$ cat config.mk
export PLATFORM = sky130hd
export DESIGN_NAME = serial_result_shifter
export DESIGN_NICKNAME = d
export VERILOG_FILES = /design/src/rtl/srs_pkg.sv /design/src/rtl/srs_result_hold.sv /design/src/rtl/srs_tag_delay.sv /design/src/rtl/srs_frame_ctrl.sv /design/src/rtl/serial_result_shifter.sv
export SDC_FILE = /design/constraint.sdc
export NUM_CORES = 1
export LEC_CHECK = 0
export BUFFER_PORTS_ARGS = -buffer_cell sky130_fd_sc_hd__buf_4
export CAP_MARGIN = 25
export CORE_MARGIN = 2
export CORE_UTILIZATION = 55
export CTS_BUF_LIST = sky130_fd_sc_hd__clkbuf_4 sky130_fd_sc_hd__clkbuf_8
export DETAILED_ROUTE_END_ITERATION = 8
export PLACE_DENSITY = 0.75
export SLEW_MARGIN = 10
export SYNTH_ARGS = -nofsm -noshare
export SYNTH_HDL_FRONTEND = slang
export SYNTH_SLANG_ARGS = --single-unit
$ cat constraint.sdc
create_clock -name dclk_i -period 1.9 [get_ports dclk_i]
set_input_delay 0.095 -clock dclk_i [delete_from_list [all_inputs] [get_ports dclk_i]]
set_output_delay 0.095 -clock dclk_i [all_outputs]
set_load 0.02 [all_outputs]
$ cat src/rtl/srs_pkg.sv
package srs_pkg;
  typedef enum logic [1:0] {
    ST_IDLE  = 2'd0,
    ST_SYNC  = 2'd1,
    ST_SHIFT = 2'd2,
    ST_TAG   = 2'd3
  } frame_st_e;
endpackage

$ cat src/rtl/srs_result_hold.sv
module srs_result_hold #(
  parameter int W = 16
) (
  input  logic         clk,
  input  logic         rst_n,
  input  logic         load_i,
  input  logic [W-1:0] word_i,
  input  logic         take_i,
  output logic [W-1:0] hold_o,
  output logic         ready_o
);
  logic [W-1:0] hold_q;
  logic         ready_q, ready_d;

  always_comb begin
    ready_d = ready_q;
    if (take_i) ready_d = 1'b0;
    if (load_i) ready_d = 1'b1;
  end

  always_ff @(posedge clk or negedge rst_n) begin
    if (!rst_n) begin
      hold_q  <= '0;
      ready_q <= 1'b0;
    end else begin
      ready_q <= ready_d;
      if (load_i) hold_q <= word_i;
    end
  end

  assign hold_o  = hold_q;
  assign ready_o = ready_q;

  AST_READY_CLEAR: assert property (@(posedge clk) disable iff (!rst_n)
    (take_i && !load_i) |=> !ready_o);
  AST_TAKE_NEEDS_READY: assert property (@(posedge clk) disable iff (!rst_n)
    take_i |-> ready_o);
endmodule

$ cat src/rtl/srs_tag_delay.sv
module srs_tag_delay #(
  parameter int DEPTH = 16
) (
  input  logic clk,
  input  logic rst_n,
  input  logic tag_i,
  output logic tag_o
);
  logic [DEPTH-1:0] dly_q, dly_d;

  always_comb dly_d = {dly_q[DEPTH-2:0], tag_i};

  always_ff @(posedge clk or negedge rst_n) begin
    if (!rst_n) dly_q <= '0;
    else        dly_q <= dly_d;
  end

  assign tag_o = dly_q[DEPTH-1];
endmodule

$ cat src/rtl/srs_frame_ctrl.sv
module srs_frame_ctrl
  import srs_pkg::*;
#(
  parameter int W = 16
) (
  input  logic         clk,
  input  logic         rst_n,
  input  logic         start_i,
  input  logic [W-1:0] word_i,
  input  logic         tag_dly_i,
  output logic         sync_o,
  output logic         data_o
);
  localparam int CNT_W = $clog2(W + 1);
  localparam logic [CNT_W-1:0] LAST = CNT_W'(W);

  frame_st_e    st_q, st_d;
  logic [CNT_W-1:0] cnt_q, cnt_d;
  logic [W-1:0] sh_q, sh_d;
  logic         dat_q, dat_d;

  always_comb begin
    st_d  = st_q;
    cnt_d = cnt_q;
    sh_d  = sh_q;
    dat_d = dat_q;
    if (start_i) begin
      st_d  = ST_SYNC;
      sh_d  = word_i;
      cnt_d = '0;
      dat_d = 1'b0;
    end else begin
      case (st_q)
        ST_IDLE: dat_d = 1'b0;
        ST_SYNC: begin
          dat_d = sh_q[W-1];
          sh_d  = {sh_q[W-2:0], 1'b0};
          cnt_d = CNT_W'(1);
          st_d  = ST_SHIFT;
        end
        ST_SHIFT: begin
          if (cnt_q == LAST) begin
            dat_d = tag_dly_i;
            st_d  = ST_TAG;
          end else begin
            dat_d = sh_q[W-1];
            sh_d  = {sh_q[W-2:0], 1'b0};
            cnt_d = cnt_q + CNT_W'(1);
          end
        end
        ST_TAG:  dat_d = tag_dly_i;
        default: st_d = ST_IDLE;
      endcase
    end
  end

  always_ff @(posedge clk or negedge rst_n) begin
    if (!rst_n) begin
      st_q  <= ST_IDLE;
      cnt_q <= '0;
      sh_q  <= '0;
      dat_q <= 1'b0;
    end else begin
      st_q  <= st_d;
      cnt_q <= cnt_d;
      sh_q  <= sh_d;
      dat_q <= dat_d;
    end
  end

  assign sync_o = (st_q == ST_SYNC);
  assign data_o = dat_q;

  AST_SYNC_PULSE: assert property (@(posedge clk) disable iff (!rst_n)
    (sync_o && !start_i) |=> !sync_o);
  AST_SYNC_CAUSE: assert property (@(posedge clk) disable iff (!rst_n)
    $rose(sync_o) |-> $past(start_i));
  AST_SYNC_DATA_LOW: assert property (@(posedge clk) disable iff (!rst_n)
    sync_o |-> !data_o);
  AST_CNT_RANGE: assert property (@(posedge clk) disable iff (!rst_n)
    cnt_q <= LAST);
  AST_TAG_AFTER_LSB: assert property (@(posedge clk) disable iff (!rst_n)
    (st_q == ST_TAG && $past(st_q) == ST_SHIFT) |-> data_o == $past(tag_dly_i));
  AST_IDLE_LOW: assert property (@(posedge clk) disable iff (!rst_n)
    (st_q == ST_IDLE) |-> !data_o);
endmodule

$ cat src/rtl/serial_result_shifter.sv
module serial_result_shifter #(
  parameter int W = 16
) (
  input  logic         dclk_i,
  input  logic         rst_n,
  input  logic [W-1:0] word_i,
  input  logic         load_i,
  input  logic         rd_req_i,
  input  logic         tag_i,
  output logic         sync_o,
  output logic         data_o
);
  localparam int TAG_DEPTH = W;

  logic [W-1:0] hold_w;
  logic         ready_w;
  logic         start_w;
  logic         tag_dly_w;

  assign start_w = rd_req_i & ready_w;

  srs_result_hold #(.W(W)) u_hold (
    .clk     (dclk_i),
    .rst_n   (rst_n),
    .load_i  (load_i),
    .word_i  (word_i),
    .take_i  (start_w),
    .hold_o  (hold_w),
    .ready_o (ready_w)
  );

  srs_tag_delay #(.DEPTH(TAG_DEPTH)) u_tag (
    .clk   (dclk_i),
    .rst_n (rst_n),
    .tag_i (tag_i),
    .tag_o (tag_dly_w)
  );

  srs_frame_ctrl #(.W(W)) u_ctrl (
    .clk       (dclk_i),
    .rst_n     (rst_n),
    .start_i   (start_w),
    .word_i    (hold_w),
    .tag_dly_i (tag_dly_w),
    .sync_o    (sync_o),
    .data_o    (data_o)
  );

  AST_NO_SYNC_WITHOUT_REQ: assert property (@(posedge dclk_i) disable iff (!rst_n)
    $rose(sync_o) |-> $past(rd_req_i));
endmodule

-- Word level (Yosys, flattened, before mapping)
Index checks and enable logic that the tools add are counted.
- flip-flop bits (word level): 57
- input port bits: 21
- output and inout port bits: 2
- word-level logic and storage cells: 34
- add/subtract/negate cells: 1
- equal/unequal tests: 6
- multiplexer cells: 14
- bitwise operators: 1
- reduce and logical (&&, ||, !) cells: 5
- operators by type and width (cell ; count):
    16-bit 2-to-1 mux ; 2
    16-bit case mux with 2 select lines ; 1
    5-bit 2-to-1 mux ; 2
    5-bit case mux with 2 select lines ; 1
    5-bit by 1-bit adder with 5-bit output (second input constant) ; 1
    5-bit == test (second input constant) ; 1
    2-bit == test (second input constant) ; 2
    1-bit 2-to-1 mux ; 4
    2-bit 2-to-1 mux ; 2
    1-bit case mux with 4 select lines ; 1
    2-bit case mux with 2 select lines ; 1
    2-bit AND reduction ; 2
    3-bit by 2-bit != test with 1-bit output (second input constant) ; 1
    3-bit != test (second input constant) ; 1
    3-bit nonzero test ; 1
    2-bit by 1-bit == test with 1-bit output (second input constant) ; 1
    2-bit logical NOT ; 1
    2-bit nonzero test ; 1
    1-bit AND ; 1

-- Longest topological paths before layout
- depth after elaboration: 4
- gate-level depth with buffers: 7
- mapped depth without buffers: 5

-- Cells and area by module
From an unflattened synthesis, not the netlist that was laid out.
- cell total of the unflattened synthesis: 218
- area total of the unflattened synthesis: 2571.2 um^2
- by module, submodules not included (module ; instances ; cells an instance ; area an instance (um^2) ; seq. area each (um^2)):
    srs_frame_ctrl ; 1 ; 164 ; 1481.4 ; 600.6
    srs_result_hold ; 1 ; 37 ; 683.2 ; 425.4
    srs_tag_delay ; 1 ; 16 ; 400.4 ; 400.4
    serial_result_shifter ; 1 ; 1 ; 6.3 ; 0.0

-- Worst setup path before layout
OpenSTA, ideal clock, no wires.
- kind: reg-to-reg
- start point: reg u_ctrl.cnt_q[0]
- end point: reg u_ctrl.cnt_q[2]
- setup time: 87 ps
- data arrival time: 1464 ps
- required time: 1813 ps
- path slack: 349 ps
- stages on the path, launching flop included: 6
- period minus slack after synthesis: 1551 ps
- cells stage by stage: dfrtp_1 inv_1 ha_1 nor4bb_4 or4_4 a211oi_2
- longest elaborated chain between the ends: 4
- ends and longest elaborated chain (what ; RTL line ; text):
    start: declaration ; srs_frame_ctrl.sv:18 ; logic [CNT_W-1:0] cnt_q, cnt_d;
    start signal: assignment ; srs_frame_ctrl.sv:65 ; cnt_q <= cnt_d;
    5-bit by 1-bit adder with 5-bit output ; srs_frame_ctrl.sv:48 ; cnt_d = cnt_q + CNT_W'(1);
    5-bit 2-to-1 mux ; srs_frame_ctrl.sv:42 ; if (cnt_q == LAST) begin
    5-bit case mux with 2 select lines ; srs_frame_ctrl.sv:33 ; case (st_q)
    5-bit 2-to-1 mux ; srs_frame_ctrl.sv:27 ; if (start_i) begin
Parallel ways exist; a longest one is shown, timed or not. The select of a mux whose other input is x is not followed.
A chain may end at the register's enable or synchronous reset.

-- Final worst setup path
Same ends and word-level chain as after synthesis.

==> metrics.md <==
| Metric | Value |
|---|---|
| Status | `finished clean` |
| DRC viols | `0` |
| Post-synth top flop | `dfrtp_1` |
| Seq cells post-synth | `57` |
| Initial Util | `between 50% and 60%` |
| Rel. slew slack | `between 50 and 60%` |
| Final Hold Vio Count | `0` |
| HPWL Detailed | `approximately 2.9 mm` |
| Final Non-Filler Cells | `approximately 310` |
| Placed Instances | `about 280` |
| CTS Buf Count | `9` |
| Die Span X | `~73 um` |
| Die H | `72.9 um` |
| EDFF count, synth | `0` |
| Slowest CP cell | `or4_4` |
| CTS Buffer Depth | `2` |
| Total number of vias | `about 1800` |
| Hold WC Path Type | `primary input to flip-flop` |
| Clock transition at the registers of the reported paths | `about 60 ps` |
| Power Dens Cells | `1060 mW/mm2` |
| Crit Path Max Fanout | `6` |
| CP Capture Type | `flip-flop` |
| CP peak stage delay | `490 ps` |
| Post-Route WL | `5.10 mm` |
| VDD IR max | `approximately 0.62 mV` |
| I/O pin count | `23` |
| DRT iter0 DRCs | `207` |
| Avg Cell Area, Syn | `12.3 um2` |
| Global-route wire length before repair | `9.18 mm` |
| Static Leak | `~1.4 nW` |
| Die area | `0.00531 mm2` |
| Fin Setup TNS | `0 ps` |
| Vias/cell | `~5.9` |
| Total power | `about 3.4 mW` |
| Core outline area | `around 0.0047 mm2` |
| Post-Syn Nets | `235` |
| Worst Path Required | `2160 ps` |
| Yosys cell types | `35` |
| IO buf count | `22` |
| Tightest Pin Transition | `approximately 700 ps` |
| CP startpoint kind | `flip-flop` |
| Final setup violation count | `0` |
| Row count | `25` |
| Post-route ant nets | `0` |
| GR Util All Layers | `23.1%` |
| RSZ-0062 raised after global routing | `false` |
| CTS tree | `built` |
| Area Overhead vs Synth | `22.0%` |
| Most common cell after layout, fill and taps aside | `dfrtp_1` |
| Mapped Cells | `between 200 and 250` |
| Final core utilization | `between 60% and 70%` |
| Clk_lat worst skew | `340 ps` |
| Final Max Tran Viols | `0` |
| Drt wl/cell | `roughly 16 um` |
| CP arrival | `around 1900 ps` |
| Root Buffer Master | `clkbuf_8` |
| Crit Path Category | `flip-flop to flip-flop` |
| Nets@finish | `between 200 and 300` |
| Placer congestion estimate | `approximately 0.81` |
| Commonest non-fill, non-tap cells in the layout | `dfrtp_1 (57), buf_4 (31), dlygate4sd3_1 (18)` |
| Seq/Total Area, Yosys | `~55%` |
| H-Tree Depth | `3` |
| Pin count of the biggest net entering global routing | `between 50 and 60` |
| PostCTS Resize Cnt | `0` |
| Number of antenna violations at the first check in global routing | `0` |
| Synthesized area | `between 0.002 and 0.003 mm2` |
| Crit-path cells | `inv_1, ha_1, nor4bb_4, or4_4, a211oi_2` |
| Yosys warns | `0` |
| Fin crit period | `between 1500 and 2000 ps` |
| Max-cap violations | `0` |
| Num Clock Sinks | `57` |
| Ant. Diodes | `0` |
| Layout cell share with drive strength beyond 1 | `28.7%` |
| Async SR Flop Fraction | `100%` |
| DR pass1 iterations | `4` |
| Final Skew | `roughly 5.1 ps` |
| FMAX | `595 MHz` |
| Crit share post-route | `about nine tenths` |
| Total gr overflow | `0` |
| Vias in the first global route | `around 1900` |
[sequential cells by signal, indices dropped and copies added, names as in the netlist]
signal	flops
u_tag.dly_q	16
u_ctrl.sh_q	16
u_hold.hold_o	16
u_hold.ready_o	1
u_ctrl.st_q	2
u_ctrl.data_o	1
u_ctrl.cnt_q	5
[cell usage after synthesis (3+ instances only)]
library cell	n	share of area (%)
nand2_1	5	0.72
clkbuf_1	6	0.86
dfrtp_1	57	55
and3b_1	15	5.0
a21oi_1	16	3.1
nor2_1	17	2.4
inv_1	4	0.58
buf_6	5	2.2
o2111ai_1	3	1.0
a221oi_2	7	4.0
o211ai_1	16	4.6
buf_2	7	1.3
nand3_1	5	0.96
a221oi_1	8	2.7
mux2_2	16	6.9
[through the flow]
stage / worst slack (ps) / hold WS (ps) / area (um2)
6_report: 220 / 43.1 / 3180
5_1_grt: 128 / 43.4 / 3180
4_1_cts: 226 / 42.5 / 3180
2_1_floorplan: 349 / -201 / 2610
3_5_place_dp: 255 / 196 / 2790
3_3_place_gp: 323 / 194 / 2790
[timing repair]
item	in CTS	in global routing
hold endpoints to repair	74	0
hold buffers	18	0
setup buffers	0	0
[where the power goes]
| group | internal [mW] | switching, mW | total (mW) |
|---|---|---|---|
| Clock | 0.745 | 0.484 | 1.23 |
| Combinational | 0.319 | 0.288 | 0.607 |
| Sequential | 1.39 | 0.149 | 1.53 |
| Total | 2.45 | 0.921 | 3.37 |
[worst paths after layout]
check / endpoint / cells after the start / from / slack [ps]
setup reg to reg: u_ctrl.cnt_q[2] / 5 / u_ctrl.cnt_q[0] / 220
max in group asynchronous: u_hold.hold_o[14] / 2 / rst_n / 1090
hold reg to reg: u_tag.dly_q[11] / 0 / u_tag.dly_q[10] / 350
min in group asynchronous: u_hold.hold_o[12] / 2 / rst_n / 340
setup / recovery: u_ctrl.cnt_q[2] / 5 / u_ctrl.cnt_q[0] / 220
hold / removal: u_hold.ready_o / 3 / rd_req_i / 40
[logic make-up (layout without fill, tap and decap cells)]
kind of cell / count (synthesis) / in the layout / share of synthesized area (%)
compound gates: 59 / 59 / 18.0
simple gates: 51 / 51 / 12.8
fa+ha+maj: 2 / 2 / 0.960
mux: 19 / 19 / 8.11
flops: 57 / 57 / 54.7
buf+inv: 24 / 70 / 5.47
[critical path, delay by kind of cell (launching register included)]
family                     cells  cell delay [ps]
AOI/OAI and AO/OA              1              220
adders and majority gates      1              210
and+or+nand+nor                2              650
buffers and inverters          1               70
DFF                            1              450
[per-layer routing]
metal,share of wire [%],track usage (%),vias up
met3,4.1,6.35,9
met5,0,0,-
met4,2.0,10.7,0
li1,-,-,878
met2,47,34.2,40
met1,47,31.7,920
[layout make-up]
cell class | count | area [um2]
inverter | 5 | 21.3
clock inverter | 6 | 82.6
clock buffer | 10 | 131
fill | 338 | 1480
sequential | 57 | 1430
multi-input combinational | 131 | 1040
timing repair buffer | 49 | 413
tap | 54 | 67.6
Note: power is estimated with default switching activity, not from simulation.
